<file path="config.mk">
export PLATFORM = sky130hd
export DESIGN_NAME = miss_class_cache
export DESIGN_NICKNAME = d
export VERILOG_FILES = /design/src/rtl/miss_class_cache.sv
export SDC_FILE = /design/constraint.sdc
export NUM_CORES = 1
export LEC_CHECK = 0
export BUFFER_PORTS_ARGS = -buffer_cell sky130_fd_sc_hd__clkbuf_2
export CORE_ASPECT_RATIO = 0.7
export CORE_MARGIN = 1
export CORE_UTILIZATION = 30
export CTS_CLUSTER_DIAMETER = 200
export DETAILED_ROUTE_END_ITERATION = 16
export PLACE_DENSITY = 0.52
export SKIP_LAST_GASP = 1
export SLEW_MARGIN = 10
export SYNTH_ARGS = -nofsm -noshare
export SYNTH_HDL_FRONTEND = slang
export SYNTH_SLANG_ARGS = --single-unit
</file>
<file path="constraint.sdc">
create_clock -name clk -period 4.45 [get_ports clk]
set_clock_uncertainty 0.15 [all_clocks]
set_input_delay 0.6675 -clock clk [delete_from_list [all_inputs] [get_ports clk]]
set_output_delay 0.6675 -clock clk [all_outputs]
set_load 0.02 [all_outputs]
</file>
<file path="src/rtl/miss_class_cache.sv">
module miss_class_cache #(
  parameter int ADDR_W = 12,
  parameter int OFF_W  = 4,
  parameter int CNT_W  = 16
) (
  input  logic              clk,
  input  logic              rst,
  input  logic              req_vld,
  input  logic [ADDR_W-1:0] req_addr,
  output logic              hit,
  output logic              cold_miss,
  output logic              conf_miss,
  output logic [CNT_W-1:0]  hit_cnt,
  output logic [CNT_W-1:0]  cold_cnt,
  output logic [CNT_W-1:0]  conf_cnt
);
  localparam int BLK_W = ADDR_W - OFF_W;
  localparam int TAG_W = BLK_W - 1;
  localparam int NBLK  = 1 << BLK_W;

  logic [TAG_W-1:0] tag_q [2][2];
  logic             val_q [2][2];
  logic             lru_q [2];
  logic [NBLK-1:0]  seen_q;

  wire [BLK_W-1:0] blk = req_addr[ADDR_W-1:OFF_W];
  wire             set = req_addr[OFF_W];
  wire [TAG_W-1:0] tag = req_addr[ADDR_W-1:OFF_W+1];

  wire hit0 = val_q[set][0] && tag_q[set][0] == tag;
  wire hit1 = val_q[set][1] && tag_q[set][1] == tag;
  wire any_hit = hit0 | hit1;
  wire fill_way = !val_q[set][0] ? 1'b0 : !val_q[set][1] ? 1'b1 : lru_q[set];
  wire use_way = any_hit ? hit1 : fill_way;
  wire was_seen = seen_q[blk];

  always_ff @(posedge clk) begin
    if (rst) begin
      for (int s = 0; s < 2; s++) begin
        lru_q[s] <= 1'b0;
        for (int w = 0; w < 2; w++) begin
          val_q[s][w] <= 1'b0;
          tag_q[s][w] <= '0;
        end
      end
      seen_q    <= '0;
      hit       <= 1'b0;
      cold_miss <= 1'b0;
      conf_miss <= 1'b0;
      hit_cnt   <= '0;
      cold_cnt  <= '0;
      conf_cnt  <= '0;
    end else begin
      hit       <= req_vld && any_hit;
      cold_miss <= req_vld && !any_hit && !was_seen;
      conf_miss <= req_vld && !any_hit && was_seen;
      if (req_vld) begin
        seen_q[blk]  <= 1'b1;
        lru_q[set]   <= ~use_way;
        if (!any_hit) begin
          val_q[set][use_way] <= 1'b1;
          tag_q[set][use_way] <= tag;
        end
        if (any_hit && hit_cnt != '1) hit_cnt <= hit_cnt + 1'b1;
        if (!any_hit && !was_seen && cold_cnt != '1) cold_cnt <= cold_cnt + 1'b1;
        if (!any_hit && was_seen && conf_cnt != '1) conf_cnt <= conf_cnt + 1'b1;
      end
    end
  end

  p_onehot_r6: assert property (@(posedge clk) disable iff (rst)
    $onehot0({hit, cold_miss, conf_miss}));
  p_pulse_r6: assert property (@(posedge clk) disable iff (rst)
    $past(req_vld) && !$past(rst) |-> $countones({hit, cold_miss, conf_miss}) == 1);
  p_idle_quiet_r7: assert property (@(posedge clk) disable iff (rst)
    !$past(req_vld) |-> !hit && !cold_miss && !conf_miss);
  p_hit_step_r8: assert property (@(posedge clk) disable iff (rst)
    !$past(rst) && hit && $past(hit_cnt) != '1 |-> hit_cnt == $past(hit_cnt) + 1'b1);
  p_hit_hold_r8: assert property (@(posedge clk) disable iff (rst)
    !$past(rst) && !hit |-> $stable(hit_cnt));
  p_cold_hold_r8: assert property (@(posedge clk) disable iff (rst)
    !$past(rst) && !cold_miss |-> $stable(cold_cnt));
  p_conf_hold_r8: assert property (@(posedge clk) disable iff (rst)
    !$past(rst) && !conf_miss |-> $stable(conf_cnt));
  p_sat_r8: assert property (@(posedge clk) disable iff (rst)
    !$past(rst) && $past(conf_cnt) == '1 |-> conf_cnt == '1);
  p_reset_r9: assert property (@(posedge clk)
    $past(rst) |-> !hit && !cold_miss && !conf_miss && hit_cnt == '0 && cold_cnt == '0 && conf_cnt == '0);
endmodule

</file>
==> impl_metrics.py <==
metrics = {
    "placement": {
        "dpl_worst_slack_ns": 0.158,
        "detailed_place_hpwl_mm": 26.0,
        "dpl_cell_area_um2": 15500,
        "numPortBuffers": 61,
        "gp_congestion": 0.799,
        "placed_cells": 2169,
    },
    "power": {
        "p_sw_w": 0.00153,
        "power_leakage_nw": 6.25,
        "seq_power_share_pct": 49.1,
        "ir_worst_vdd_v": 0.000239,
        "internal_power_w": 0.00488,
        "clkPwrFrac_pct": 44.4,
        "switching_share_pct": 23.9,
        "comb_power_share_pct": 6.6,
        "p_per_area_nw_per_um2": 387,
    },
    "die": {
        "ios": 66,
        "initial_utilization_pct": 30.6,
        "die_width_um": 263,
        "dieArea_um2": 48600,
        "die_h_um": 185,
        "rows": 66,
        "core_um2": 46700,
    },
    "layout": {
        "areaGrowthSynthToFinish_pct": 15.8,
        "nets": 1612,
        "drive_gt1_share_pct": 15.6,
        "instances_no_fill": 2225,
        "fin_area_um2": 16600,
        "diodes": 0,
    },
    "logic_synthesis": {
        "syn-num-nets": 1571,
        "synth_warnings": 0,
        "synthSimpleGateAreaFrac_pct": 17.4,
        "yosys-mux-area-fraction_pct": 12.7,
        "ys_types": 58,
        "synth-main-ff-cell": "dfxtp_1",
        "synth_xor_area_share_pct": 1.77,
        "synthTopCellsByArea": "dfxtp_1 (43%), a21oi_1 (9.8%), nor2_1 (8.9%)",
        "synth_compound_gate_area_share_pct": 13.5,
        "yosys.area.top_type_share_pct": 42.9,
        "yosysTopAreaCell": "dfxtp_1",
        "ys_top_cells_by_count": "nor2_1 (340), dfxtp_1 (307), a21oi_1 (279)",
        "synth_edf_count": 34,
        "ys_ff_latch": 341,
        "synth_seq_area_share_pct": 50.1,
        "synth_cells": 1553,
        "async_flop_share_pct": 0,
        "avgSynthCellArea_um2": 9.22,
        "synth_top_family_by_area": "simple AND/OR/NAND/NOR gates",
        "synthesis.area_um2": 14300,
        "post-synth-top-count-cell": "nor2_1",
        "synthAdderAreaFrac_pct": 0.262,
    },
    "worst_setup_path": {
        "arrival_ns": 4.01,
        "r2r_end": "cold_cnt[10]$_SDFFE_PP0P_",
        "worst_setup_path_start_kind": "input port",
        "worst-setup-path-type": "input port to register",
        "crit_chain": "buf_6 > buf_4 > mux4_2 > and2_1 > a211oi_1 > nor4b_1 > or4b_1 > o41a_2 > nor4_1 > mux2_1",
        "r2r_start": "seen_q[127]$_SDFFE_PP0P_",
        "crit_fanout": 39,
        "critPathMaxStageDelay_ns": 0.58,
        "crit_path_end_kind": "register",
        "rrSetupSlack_ns": 1.14,
        "crit_required_ns": 4.72,
        "rr_worst_depth": 8,
        "slowest_stage": "or4b_1",
    },
    "routing": {
        "drt_iter0_drc": 1090,
        "avgViaCountPerCell": 5.23,
        "wl_mm": 40.5,
        "drt_first_pass_iters": 5,
        "ant_nets": 0,
        "num_vias": 11600,
        "drc": 0,
        "wl_per_cell_um": 18.2,
    },
    "clocking": {
        "cts_buffers": 35,
        "cts_sinks": 341,
        "clock_latency_ns": 0.54,
        "cts_tree": "yes",
        "htreeDepth": 2,
        "clock_path_buffers": 3,
        "cts_resized": 0,
        "hold_buffers": 0,
        "cts_setup_buffers": 0,
        "cts-root-buf": "clkbuf_16",
        "path_clk_slew_ns": 0.06,
    },
    "timing": {
        "slew_viol_final": 0,
        "worst_slack_ns": 0.710,
        "hold_violations": 0,
        "period_needed_ns": 3.74,
        "slew_headroom_pct": 8.09,
        "fmax_ghz": 0.267,
        "grt_setup_unrepaired": "false",
        "setup_viol": 0,
        "period_share_pct": 84.0,
        "tightestPinTransition_ns": 1.38,
        "tns_ns": 0,
    },
    "job": {
        "maxCapViolations": 0,
    },
    "min_path": {
        "hold_end": "seen_q[60]$_SDFFE_PP0P_",
        "hold_depth": 2,
        "hp-class": "register to register",
        "hp-start": "seen_q[60]$_SDFFE_PP0P_",
    },
    "outcome": {
        "status": "finished, final reports clean",
    },
    "global_routing": {
        "grt_max_degree": 254,
        "track_usage_pct": 16.7,
        "grt_overflow_total": 0,
        "grt_antenna_before_repair": 0,
        "grt_pass1_vias": 11200,
        "grt_pass1_wl_mm": 64.2,
    },
}
## layout make-up
cell class / instances / area, um2
multi-input cells: 1070 / 6600
clock inverters: 9 / 80.1
well taps: 612 / 766
repair buffers: 126 / 897
inverters: 20 / 75.1
flip-flops and latches: 341 / 7170
clock buffers: 47 / 992
fillers: 4796 / 30200
## worst max-delay path: cells and delay by family
| family | cells | cell delay [ns] |
|---|---|---|
| AOI/OAI and AO/OA | 2 | 0.63 |
| and+or+nand+nor | 4 | 1.29 |
| muxes | 2 | 0.64 |
| buffers and inverters | 2 | 0.74 |
## cells in the final DEF, fill, tap and decap left out, types with 26 or more instances in the layout
cell,count
clkbuf_16,36
buf_4,58
dfxtp_1,307
nand2_1,61
clkbuf_2,58
mux2i_1,75
mux4_2,39
a21oi_1,279
nand3_1,26
nor2_1,340
edfxtp_1,34
## layer usage
metal / vias up / part of all wire [%] / GRT usage (%)
met5: - / 0 / 0
met1: 5723 / 50 / 24.6
met4: 0 / 1.8 / 3.88
met3: 56 / 5.4 / 2.62
li1: 5534 / - / -
met2: 321 / 43 / 25.5
## how the worst max path moves through the flow
| stage | slack [ns] | endpoint | startpoint |
|---|---|---|---|
| global route | 0.48 | cold_cnt[12]$_SDFFE_PP0P_ | req_addr[5] |
| finish | 0.71 | cold_cnt[10]$_SDFFE_PP0P_ | req_addr[5] |
| global placement | 0.18 | cold_cnt[10]$_SDFFE_PP0P_ | req_addr[5] |
| floorplan | 0.76 | cold_cnt[10]$_SDFFE_PP0P_ | req_addr[7] |
| detailed placement | 0.16 | cold_cnt[10]$_SDFFE_PP0P_ | req_addr[5] |
| CTS | 0.70 | cold_cnt[10]$_SDFFE_PP0P_ | req_addr[5] |
## sequential cells by signal, indices dropped and copies added, names as in the netlist
signal     cells
cold_cnt      16
cold_miss      1
conf_cnt      16
conf_miss      1
hit            1
hit_cnt       16
lru_q          2
seen_q       256
tag_q         28
val_q          4
## power by group through the flow
| stage | registers [W] | clock network [W] | logic (W) |
|---|---|---|---|
| 4_1_cts | 0.00314 | 0.00292 | 0.000420 |
| 3_3_place_gp | 0.00321 | 0 | 0.000417 |
| 5_1_grt | 0.00315 | 0.00305 | 0.000453 |
| 6_report | 0.00314 | 0.00284 | 0.000421 |
| 3_5_place_dp | 0.00321 | 0 | 0.000419 |
| 2_1_floorplan | 0.00321 | 0 | 0.000270 |
## cells by family after synthesis
kind of cell / count (synthesis)
AO/OA/AOI/OAI: 349
XOR/XNOR: 29
adder cells (fa/ha/maj): 3
buffers and inverters: 142
flip-flops: 341
multiplexers: 131
AND/OR/NAND/NOR: 558
## stage by stage
step	hold slack (ns)	utilization, %	power [W]
final	0.314	35.5	0.00641
after global routing	0.338	35.5	0.00665
after CTS	0.315	35.5	0.00648
after detailed placement	0.299	33.2	0.00363
after global placement	0.292	33.2	0.00363
after floorplan	0.281	-	0.00348
Note: power is estimated with default switching activity, not from simulation.
